**src/rtl/vid_tc_pkg.sv**
```systemverilog
package vid_tc_pkg;
  localparam int IDX_W = 8;
  localparam int NREG  = 6;

  typedef enum logic [1:0] {
    OP_SETVID = 2'b00,
    OP_SETPS  = 2'b01,
    OP_WRITE  = 2'b10,
    OP_READ   = 2'b11
  } op_e;

  typedef enum logic [1:0] {
    RSP_NONE   = 2'b00,
    RSP_ACK    = 2'b01,
    RSP_NOSUP  = 2'b10,
    RSP_REJECT = 2'b11
  } rsp_e;

  // slot numbers inside the register bank
  localparam int SLOT_BOOT   = 0;
  localparam int SLOT_CEIL   = 1;
  localparam int SLOT_SET    = 2;
  localparam int SLOT_PSTATE = 3;
  localparam int SLOT_MARGIN = 4;
  localparam int SLOT_MULTI  = 5;

  localparam logic [IDX_W-1:0] SLOT_INDEX [NREG] = '{8'h26, 8'h30, 8'h31, 8'h32, 8'h33, 8'h34};
endpackage

```
**src/rtl/vid_regbank.sv**
```systemverilog
module vid_regbank
  import vid_tc_pkg::*;
#(
  parameter int                DATA_W     = 8,
  parameter logic [DATA_W-1:0] BOOT_RESET = '0,
  parameter logic [DATA_W-1:0] CEIL_RESET = 8'hFB
) (
  input  logic              clk,
  input  logic              rst,
  input  logic              strap_second,
  input  logic              cmd_valid,
  input  logic [1:0]        cmd_op,
  input  logic [IDX_W-1:0]  cmd_idx,
  input  logic [DATA_W-1:0] cmd_data,
  output logic [DATA_W-1:0] boot_val,
  output logic [DATA_W-1:0] ceil_val,
  output logic [DATA_W-1:0] set_val,
  output logic [DATA_W-1:0] margin_val,
  output logic              boot_mode,
  output logic              rsp_valid,
  output logic [1:0]        rsp_code,
  output logic [DATA_W-1:0] rd_data
);
  logic [DATA_W-1:0] regs [NREG];
  logic [NREG-1:0]   hit_vec;
  logic              setvid_ok;
  logic              any_hit;
  logic [DATA_W-1:0] rd_sel;

  assign setvid_ok = (cmd_op == OP_SETVID) && (cmd_data <= regs[SLOT_CEIL]);

  for (genvar g = 0; g < NREG; g++) begin : g_slot
    localparam logic [DATA_W-1:0] FIXED_RV =
      (g == SLOT_BOOT) ? BOOT_RESET :
      (g == SLOT_CEIL) ? CEIL_RESET : '0;
    logic [DATA_W-1:0] slot_q;
    logic [DATA_W-1:0] rst_val;
    logic              we;

    assign hit_vec[g] = (cmd_idx == SLOT_INDEX[g]);
    assign rst_val    = (g == SLOT_MULTI) ? DATA_W'(strap_second) : FIXED_RV;

    always_comb begin
      we = 1'b0;
      if (cmd_valid) begin
        if (cmd_op == OP_WRITE && hit_vec[g])        we = 1'b1;
        if (g == SLOT_SET && setvid_ok)              we = 1'b1;
        if (g == SLOT_PSTATE && cmd_op == OP_SETPS)  we = 1'b1;
      end
    end

    always_ff @(posedge clk) begin
      if (rst)     slot_q <= rst_val;
      else if (we) slot_q <= cmd_data;
    end

    assign regs[g] = slot_q;
  end

  assign any_hit = |hit_vec;

  always_comb begin
    rd_sel = '0;
    for (int i = 0; i < NREG; i++) begin
      if (hit_vec[i]) rd_sel = regs[i];
    end
  end

  always_ff @(posedge clk) begin
    if (rst) begin
      boot_mode <= 1'b1;
      rsp_valid <= 1'b0;
      rsp_code  <= RSP_NONE;
      rd_data   <= '0;
    end else begin
      rsp_valid <= cmd_valid;
      rsp_code  <= RSP_NONE;
      if (cmd_valid) begin
        unique case (cmd_op)
          OP_SETVID: begin
            rsp_code <= setvid_ok ? RSP_ACK : RSP_NOSUP;
            if (setvid_ok) boot_mode <= 1'b0;
          end
          OP_SETPS: rsp_code <= RSP_ACK;
          OP_WRITE: rsp_code <= any_hit ? RSP_ACK : RSP_REJECT;
          OP_READ: begin
            rsp_code <= any_hit ? RSP_ACK : RSP_REJECT;
            rd_data  <= any_hit ? rd_sel : '0;
          end
          default: rsp_code <= RSP_NONE;
        endcase
      end
    end
  end

  assign boot_val   = regs[SLOT_BOOT];
  assign ceil_val   = regs[SLOT_CEIL];
  assign set_val    = regs[SLOT_SET];
  assign margin_val = regs[SLOT_MARGIN];
endmodule

```
**src/rtl/vid_margin.sv**
```systemverilog
module vid_margin #(
  parameter int DATA_W = 8
) (
  input  logic              clk,
  input  logic              rst,
  input  logic              boot_mode,
  input  logic [DATA_W-1:0] boot_val,
  input  logic [DATA_W-1:0] ceil_val,
  input  logic [DATA_W-1:0] set_val,
  input  logic [DATA_W-1:0] margin_val,
  output logic [DATA_W-1:0] target_q
);
  localparam int SUM_W = DATA_W + 2;

  logic signed [SUM_W-1:0] base_s;
  logic signed [SUM_W-1:0] mag_s;
  logic signed [SUM_W-1:0] ceil_s;
  logic signed [SUM_W-1:0] sum_s;
  logic [DATA_W-1:0]       margined;
  logic [DATA_W-1:0]       boot_capped;

  assign base_s = $signed({2'b00, set_val});
  assign mag_s  = $signed({3'b000, margin_val[DATA_W-2:0]});
  assign ceil_s = $signed({2'b00, ceil_val});
  assign sum_s  = margin_val[DATA_W-1] ? (base_s - mag_s) : (base_s + mag_s);

  always_comb begin
    if (sum_s < 0)            margined = '0;
    else if (sum_s > ceil_s)  margined = ceil_val;
    else                      margined = sum_s[DATA_W-1:0];
  end

  assign boot_capped = (boot_val > ceil_val) ? ceil_val : boot_val;

  always_ff @(posedge clk) begin
    if (rst) target_q <= '0;
    else     target_q <= boot_mode ? boot_capped : margined;
  end
endmodule

```
**src/rtl/vid_ramp.sv**
```systemverilog
module vid_ramp #(
  parameter int DATA_W = 8
) (
  input  logic              clk,
  input  logic              rst,
  input  logic              ramp_tick,
  input  logic [DATA_W-1:0] target,
  output logic [DATA_W-1:0] vid_q,
  output logic              settled
);
  always_ff @(posedge clk) begin
    if (rst) begin
      vid_q <= '0;
    end else if (ramp_tick) begin
      if (vid_q < target)      vid_q <= vid_q + 1'b1;
      else if (vid_q > target) vid_q <= vid_q - 1'b1;
    end
  end

  assign settled = (vid_q == target);
endmodule

```
**src/rtl/vid_target_ctrl.sv**
```systemverilog
module vid_target_ctrl
  import vid_tc_pkg::*;
#(
  parameter int                DATA_W     = 8,
  parameter logic [DATA_W-1:0] BOOT_RESET = '0,
  parameter logic [DATA_W-1:0] CEIL_RESET = 8'hFB
) (
  input  logic              clk,
  input  logic              rst,
  input  logic              strap_second,
  input  logic              cmd_valid,
  input  logic [1:0]        cmd_op,
  input  logic [IDX_W-1:0]  cmd_idx,
  input  logic [DATA_W-1:0] cmd_data,
  input  logic              ramp_tick,
  output logic              rsp_valid,
  output logic [1:0]        rsp_code,
  output logic [DATA_W-1:0] rd_data,
  output logic [DATA_W-1:0] target_vid,
  output logic [DATA_W-1:0] vid_out,
  output logic              settled
);
  logic [DATA_W-1:0] boot_val;
  logic [DATA_W-1:0] ceil_val;
  logic [DATA_W-1:0] set_val;
  logic [DATA_W-1:0] margin_val;
  logic              boot_mode;

  vid_regbank #(
    .DATA_W(DATA_W), .BOOT_RESET(BOOT_RESET), .CEIL_RESET(CEIL_RESET)
  ) u_bank (
    .clk(clk), .rst(rst), .strap_second(strap_second),
    .cmd_valid(cmd_valid), .cmd_op(cmd_op), .cmd_idx(cmd_idx), .cmd_data(cmd_data),
    .boot_val(boot_val), .ceil_val(ceil_val), .set_val(set_val),
    .margin_val(margin_val), .boot_mode(boot_mode),
    .rsp_valid(rsp_valid), .rsp_code(rsp_code), .rd_data(rd_data)
  );

  vid_margin #(.DATA_W(DATA_W)) u_margin (
    .clk(clk), .rst(rst), .boot_mode(boot_mode), .boot_val(boot_val),
    .ceil_val(ceil_val), .set_val(set_val), .margin_val(margin_val),
    .target_q(target_vid)
  );

  vid_ramp #(.DATA_W(DATA_W)) u_ramp (
    .clk(clk), .rst(rst), .ramp_tick(ramp_tick), .target(target_vid),
    .vid_q(vid_out), .settled(settled)
  );
endmodule

```
**config.mk**
```make
export PLATFORM = sky130hd
export DESIGN_NAME = vid_target_ctrl
export DESIGN_NICKNAME = d
export VERILOG_FILES = /design/src/rtl/vid_tc_pkg.sv /design/src/rtl/vid_regbank.sv /design/src/rtl/vid_margin.sv /design/src/rtl/vid_ramp.sv /design/src/rtl/vid_target_ctrl.sv
export SDC_FILE = /design/constraint.sdc
export NUM_CORES = 1
export LEC_CHECK = 0
export BUFFER_PORTS_ARGS = -buffer_cell sky130_fd_sc_hd__buf_2
export CAP_MARGIN = 20
export CORE_UTILIZATION = 52
export DETAILED_ROUTE_END_ITERATION = 16
export GPL_ROUTABILITY_DRIVEN = 0
export PLACE_DENSITY = 0.71
export SLEW_MARGIN = 40
export SYNTH_ARGS = -nofsm -noshare
export SYNTH_HDL_FRONTEND = slang
export SYNTH_SLANG_ARGS = --single-unit
```
**constraint.sdc**
```tcl
create_clock -name clk -period 3.9 [get_ports clk]
set_input_delay 0 -clock clk [delete_from_list [all_inputs] [get_ports clk]]
set_output_delay 0 -clock clk [all_outputs]
set_load 0.05 [all_outputs]
```
==> results of run 1 <==
-- worst max-delay path, cell delays in order (launching register included) --
cell	delay (ns)
dfxtp_1	0.38
inv_1	0.07
ha_1	0.37
nor2b_1	0.20
a211oi_2	0.24
o41ai_1	0.11
or3_1	0.37
and2_1	0.18
ha_1	0.31
and4_1	0.21
o21ai_0	0.09
a31oi_1	0.27
o21bai_1	0.19
and3_1	0.26
o32ai_1	0.27
-- power by group --
part	total [mW]	switching, mW	leakage [nW]	internal [mW]
sequential	0.860	0.0439	0.618	0.816
clock	0.698	0.332	0.115	0.366
combinational	0.929	0.565	2.04	0.365
-- cell families after synthesis --
kind of cell / Yosys count
AO/OA/AOI/OAI: 143
XOR/XNOR: 9
adder cells (fa/ha/maj): 56
buffers and inverters: 65
flip-flops: 76
multiplexers: 53
AND/OR/NAND/NOR: 229
-- flip-flops by register name (all words and copies together), names as in the netlist --
name / flops
u_bank.boot_mode: 1
u_bank.boot_val: 8
u_bank.ceil_val: 8
u_bank.g_slot.slot_q: 16
u_bank.margin_val: 8
u_bank.rd_data: 8
u_bank.rsp_code: 2
u_bank.rsp_valid: 1
u_bank.set_val: 8
u_margin.target_q: 8
u_ramp.vid_q: 8
-- metal layers --
layer | up-vias | wire [um] | track usage
li1 | 2384 | - | -
met1 | 2410 | 6420 | 0.364
met2 | 208 | 7400 | 0.512
met3 | 52 | 1030 | 0.0617
met4 | 0 | 716 | 0.177
met5 | - | 0 | 0
-- synthesized netlist by cell type, types with 8 or more instances --
master,n,share of area
nor2_1,57,0.040
inv_1,36,0.026
nor3_1,9,0.0085
dfxtp_1,75,0.28
o21ai_0,19,0.018
a32oi_1,8,0.013
nand2_1,57,0.040
nand3_1,24,0.023
clkbuf_1,23,0.016
a21oi_1,45,0.043
ha_1,53,0.13
nor2b_1,16,0.019
xnor2_1,8,0.013
nand4_1,8,0.0095
mux2i_1,48,0.091
and3_1,15,0.018
a21o_1,9,0.013
-- placed cells by master (no fill, tap or decap), drive strengths merged, types with 4 or more instances in the layout --
| cell type | netlist | layout |
|---|---|---|
| a211o | 4 | 4 |
| a22oi | 7 | 7 |
| a21o | 9 | 9 |
| o2bb2ai | 4 | 4 |
| o211ai | 5 | 5 |
| nand4 | 9 | 9 |
| and3 | 15 | 15 |
| dfxtp | 75 | 75 |
| a21oi | 45 | 45 |
| buf | 6 | 54 |
| o21ai | 21 | 21 |
| a32oi | 8 | 8 |
| or4b | 7 | 7 |
| nor3 | 9 | 9 |
| dlygate4sd3 | 0 | 11 |
| nand2 | 57 | 57 |
| mux2i | 48 | 48 |
| nand2b | 7 | 7 |
| clkbuf | 23 | 9 |
| or3 | 5 | 5 |
| nor2 | 59 | 59 |
| and2 | 4 | 4 |
| ha | 53 | 53 |
| o21a | 4 | 4 |
| xnor2 | 8 | 8 |
| nor2b | 16 | 16 |
| nand3 | 25 | 25 |
| o22ai | 7 | 7 |
| inv | 36 | 38 |
-- per-stage QoR --
step                      hold slack [ns]  setup slack [ns]  instance area, um^2
final                               0.104             0.291                 5960
after global routing                0.127            0.0305                 5960
after detailed placement            0.287             0.239                 5610
after floorplan                     0.125             0.487                 5290
after global placement              0.284             0.402                 5600
after CTS                          0.0759             0.183                 5950
-- layout make-up --
type,count,area [um^2],share of cell area
sequential,76,1530,0.257
clock buffer,9,124,0.0208
clock inverter,7,98.8,0.0166
multi-input combinational,490,3510,0.589
timing repair buffer,65,390,0.0655
inverter,36,135,0.0227
tap,133,166,0.0279
-- final timing paths --
path | end | startpoint | cells past startpoint
worst min register to register | u_bank.rd_data[1] | u_bank.rd_data[1] | 2
worst min-delay path | u_bank.rsp_code[1] | cmd_op[1] | 3
worst max-delay path | u_margin.target_q[7] | u_bank.margin_val[2] | 14
worst max register to register | u_margin.target_q[7] | u_bank.margin_val[2] | 14
-- timing repair --
action                                 in CTS  in global routing
hold buffers                               11                  0
gates resized for setup                     0                  3
endpoints found under the hold margin      15                  0
setup buffers                               0                  0
setup endpoints to repair                   0                  6
==> out/metrics.cfg, run 1 <==
[final_layout]
fillers=919
diodes=0
final_cells=816
syn2layout_area_growth_pct=12.7
drive_gt1_frac=0.142
final_nets=757
final_core_util=0.607

[place]
portBuffers=50
placed_cells=789
post-dp-hpwl_um=11200

[global_routing]
grt_first_pass_wirelength_um=24300
antenna_found_initial=0
grt_overflow_total=0
track_usage=0.305
grt_pass1_vias=4827
grt_max_degree=35

[synthesis]
synthMuxAreaShare=0.106
synth_compound_area_frac=0.179
ys_async_sr_fraction=0
postSynthAreaPerCell_um2=8.38
synth_xor_area_frac=0.0149
yosysWarnings=0
syn-cell-area_um2=5290
synth-seq-area-share=0.290
synth_nets=710
netlist_instances=631
synth_edf_count=1
synth_fa_ha_area_frac=0.137
synth_top_family_by_area=simple AND/OR/NAND/NOR gates
yosysUniqueCellTypes=69
ys_ff_latch=76
ys.flop_type=dfxtp_1
synthSimpleGateAreaFrac=0.224

[sta]
setup_violations=0
min_period_ns=3.61
clock-skew-final_ns=0.0140
tightest_slew_ns=0.814
slew_viol_final=0
rsz0062_at_grt=false
timing.final.crit_share=0.925
setup_tns_ns=0
maxSlewHeadroom=0.457
timing.final.hold_violations=0
max_freq_mhz=277

[critical_path]
crit_arrival_ns=3.87
crit_required_ns=4.16
worstSetupPathType=reg2reg
startpoint_type=register
crit_path_end_kind=register
rrSetupSlack_ns=0.29
worst-path-max-fanout=6

[route]
routed_wl_um=15600
vias=5054
vias_per_cell=6.19
remaining_drc_errors=0
first_pass_iters=5
drt_iter0_markers=329
routedWlPerCell_um=19.1
ant_nets=0

[power_and_ir_drop]
power_density_nw_per_um2=418
p_leak_nw=2.77
power_mw=2.49
ir_worst_vdd_mv=0.385

[cts]
insertion_delay_ns=0.36
cts_buffers=9
cts_tree=done
clk_transition_reported_paths_ns=0.09
htreeDepth=3
cts_sinks=76
cts.path.max_buffers=2
clockRootBuffer=clkbuf_8

[floorplan]
coreArea_um2=9820
fp.dieH_um=103
io_pins=51
dieArea_um2=10600
die_w_um=103
start_util=0.538
rows=36

[worst_hold_path]
hp-class=in2reg

[run]
drv_cap=0

[run_status]
outcome=finished, final reports clean

(Power assumes the default switching activity.)
==> run 2, diff against run 1 <==
==> constraint.sdc (replaced) <==
create_clock -name clk -period 4.2 [get_ports clk]
set_input_delay 0 -clock clk [delete_from_list [all_inputs] [get_ports clk]]
set_output_delay 0 -clock clk [all_outputs]
set_load 0.05 [all_outputs]
==> out/metrics.cfg, run 2 (synthesized netlist as in run 1, its figures left out) <==
[run_status]
outcome=finished, final reports clean

[critical_path]
worst-path-max-fanout=7
slowest_stage=or4_1
worstSetupPathType=reg2reg
path_common_cell=ha_1
crit_path_end_kind=register
startpoint_type=register
crit_family=simple AND/OR/NAND/NOR gates
crit_buf_inv=1
crit_arrival_ns=3.96
path_cells=inv_1 -> ha_1 -> nor2b_1 -> a211oi_1 -> nor3_1 -> or4_1 -> nand2_1 -> ha_1 -> a211o_1 -> a21oi_1 -> a31oi_1 -> nor2_1 -> mux2i_1 -> o22ai_1
cpPeakStageDelay_ns=0.49
crit_required_ns=4.44

[global_routing]
antenna_found_initial=0
grt_pass1_vias=4625
grt_first_pass_wirelength_um=23500
grt_overflow_total=0
grt_max_degree=33
track_usage=0.299

[place]
portBuffers=50
post-dp-hpwl_um=11000
placed_cells=787

[floorplan]
fp.dieH_um=103
start_util=0.538
rows=36
dieArea_um2=10600
io_pins=51
die_w_um=103
coreArea_um2=9820

[power_and_ir_drop]
ir_worst_vdd_mv=0.383
power_mw=2.20
pwr-share-seq=0.363
internal_power_mw=1.34
clock_power_share=0.243
power.switching_mw=0.852
combinationalPowerShare=0.394
p_leak_nw=2.73
power_density_nw_per_um2=373
p_sw_frac=0.388

[route]
routed_wl_um=14900
routedWlPerCell_um=18.3
vias_per_cell=6.16
first_pass_iters=5
ant_nets=0
vias=5006
remaining_drc_errors=0
drt_iter0_markers=266

[cts]
cts_tree=done
cts_buffers=9
cts.path.max_buffers=2
clockRootBuffer=clkbuf_8
cts_sinks=76
cts_resized=0
clk_transition_reported_paths_ns=0.09
htreeDepth=3
insertion_delay_ns=0.37

[sta]
slew_viol_final=0
setup_violations=0
maxSlewHeadroom=0.487
setup_tns_ns=0
whs_ns=0.0873
min_period_ns=3.72
max_freq_mhz=269
timing.final.hold_violations=0
timing.final.crit_share=0.887
tightest_slew_ns=0.768
clock-skew-final_ns=0.00941
rsz0062_at_grt=false

[final_layout]
layout_commonest_cell=dfxtp_1
diodes=0
final_core_util=0.600
largest_reg_flops=16
final_nets=755
syn2layout_area_growth_pct=11.5
largest-register=u_bank.g_slot.slot_q
drive_gt1_frac=0.134
layout_common_cells=75 x dfxtp_1, 57 x nor2_1, 57 x nand2_1
final_cells=813

[run]
drv_cap=0

[worst_hold_path]
hp-class=in2reg

[run 2: cell types whose count changed in the layout (fill, tap and decap cells not counted), sizes merged]
cell	before	now
inv	38	37
bufinv	2	0
buf	54	52
clkbuf	9	11
clkinv	3	1
clkinvlp	0	2
[run 2: final cells by class]
cell class | instances | area (um^2)
clock buffers | 11 | 151
fillers | 904 | 3930
clock inverters | 4 | 32.5
flip-flops and latches | 76 | 1530
well taps | 133 | 166
repair buffers | 63 | 375
multi-input cells | 490 | 3500
inverters | 36 | 135
[run 2: path summary, 6_finish.rpt]
kind,startpoint,end,slack [ns],depth (start not counted)
worst max-delay path,u_bank.margin_val[2],u_margin.target_q[4],0.48,14
worst min-delay path,cmd_op[1],u_bank.rsp_code[1],0.09,3
worst max register to register,u_bank.margin_val[2],u_margin.target_q[4],0.48,14
worst min register to register,u_bank.rd_data[0],u_bank.rd_data[0],0.45,2
[run 2: timing repair]
action,in CTS,in global routing
setup buffers,0,0
hold buffers,11,0
endpoints found under the hold margin,15,0
[run 2: metal layers]
layer,share of wire,routed length [um],track usage,vias up
met5,0,0,0,-
met4,0.030,442,0.133,0
met3,0.063,939,0.0502,41
met2,0.48,7200,0.503,213
met1,0.42,6280,0.375,2364
li1,-,-,-,2388
[run 2: tightest hold or removal path, delay by kind of cell]
kind / cells / cell delay [ns]
AOI/OAI and AO/OA: 2 / 0.21
buffers and inverters: 1 / 0.18
[run 2: per-stage QoR]
step / setup WS, ns / cell area [um^2]
after floorplan: 0.787 / 5290
after global placement: 0.675 / 5590
after detailed placement: 0.522 / 5600
after CTS: 0.509 / 5890
after global routing: 0.251 / 5890
final: 0.476 / 5890
[run 2: power by group through the flow]
stage               Sequential, mW  Combinational, mW  Clock, mW
floorplan                    0.886              0.591          0
global placement             0.812              0.816          0
CTS                          0.797              0.861      0.535
global route                 0.802              0.956      0.577
finish                       0.796              0.865      0.534
detailed placement           0.814              0.848          0
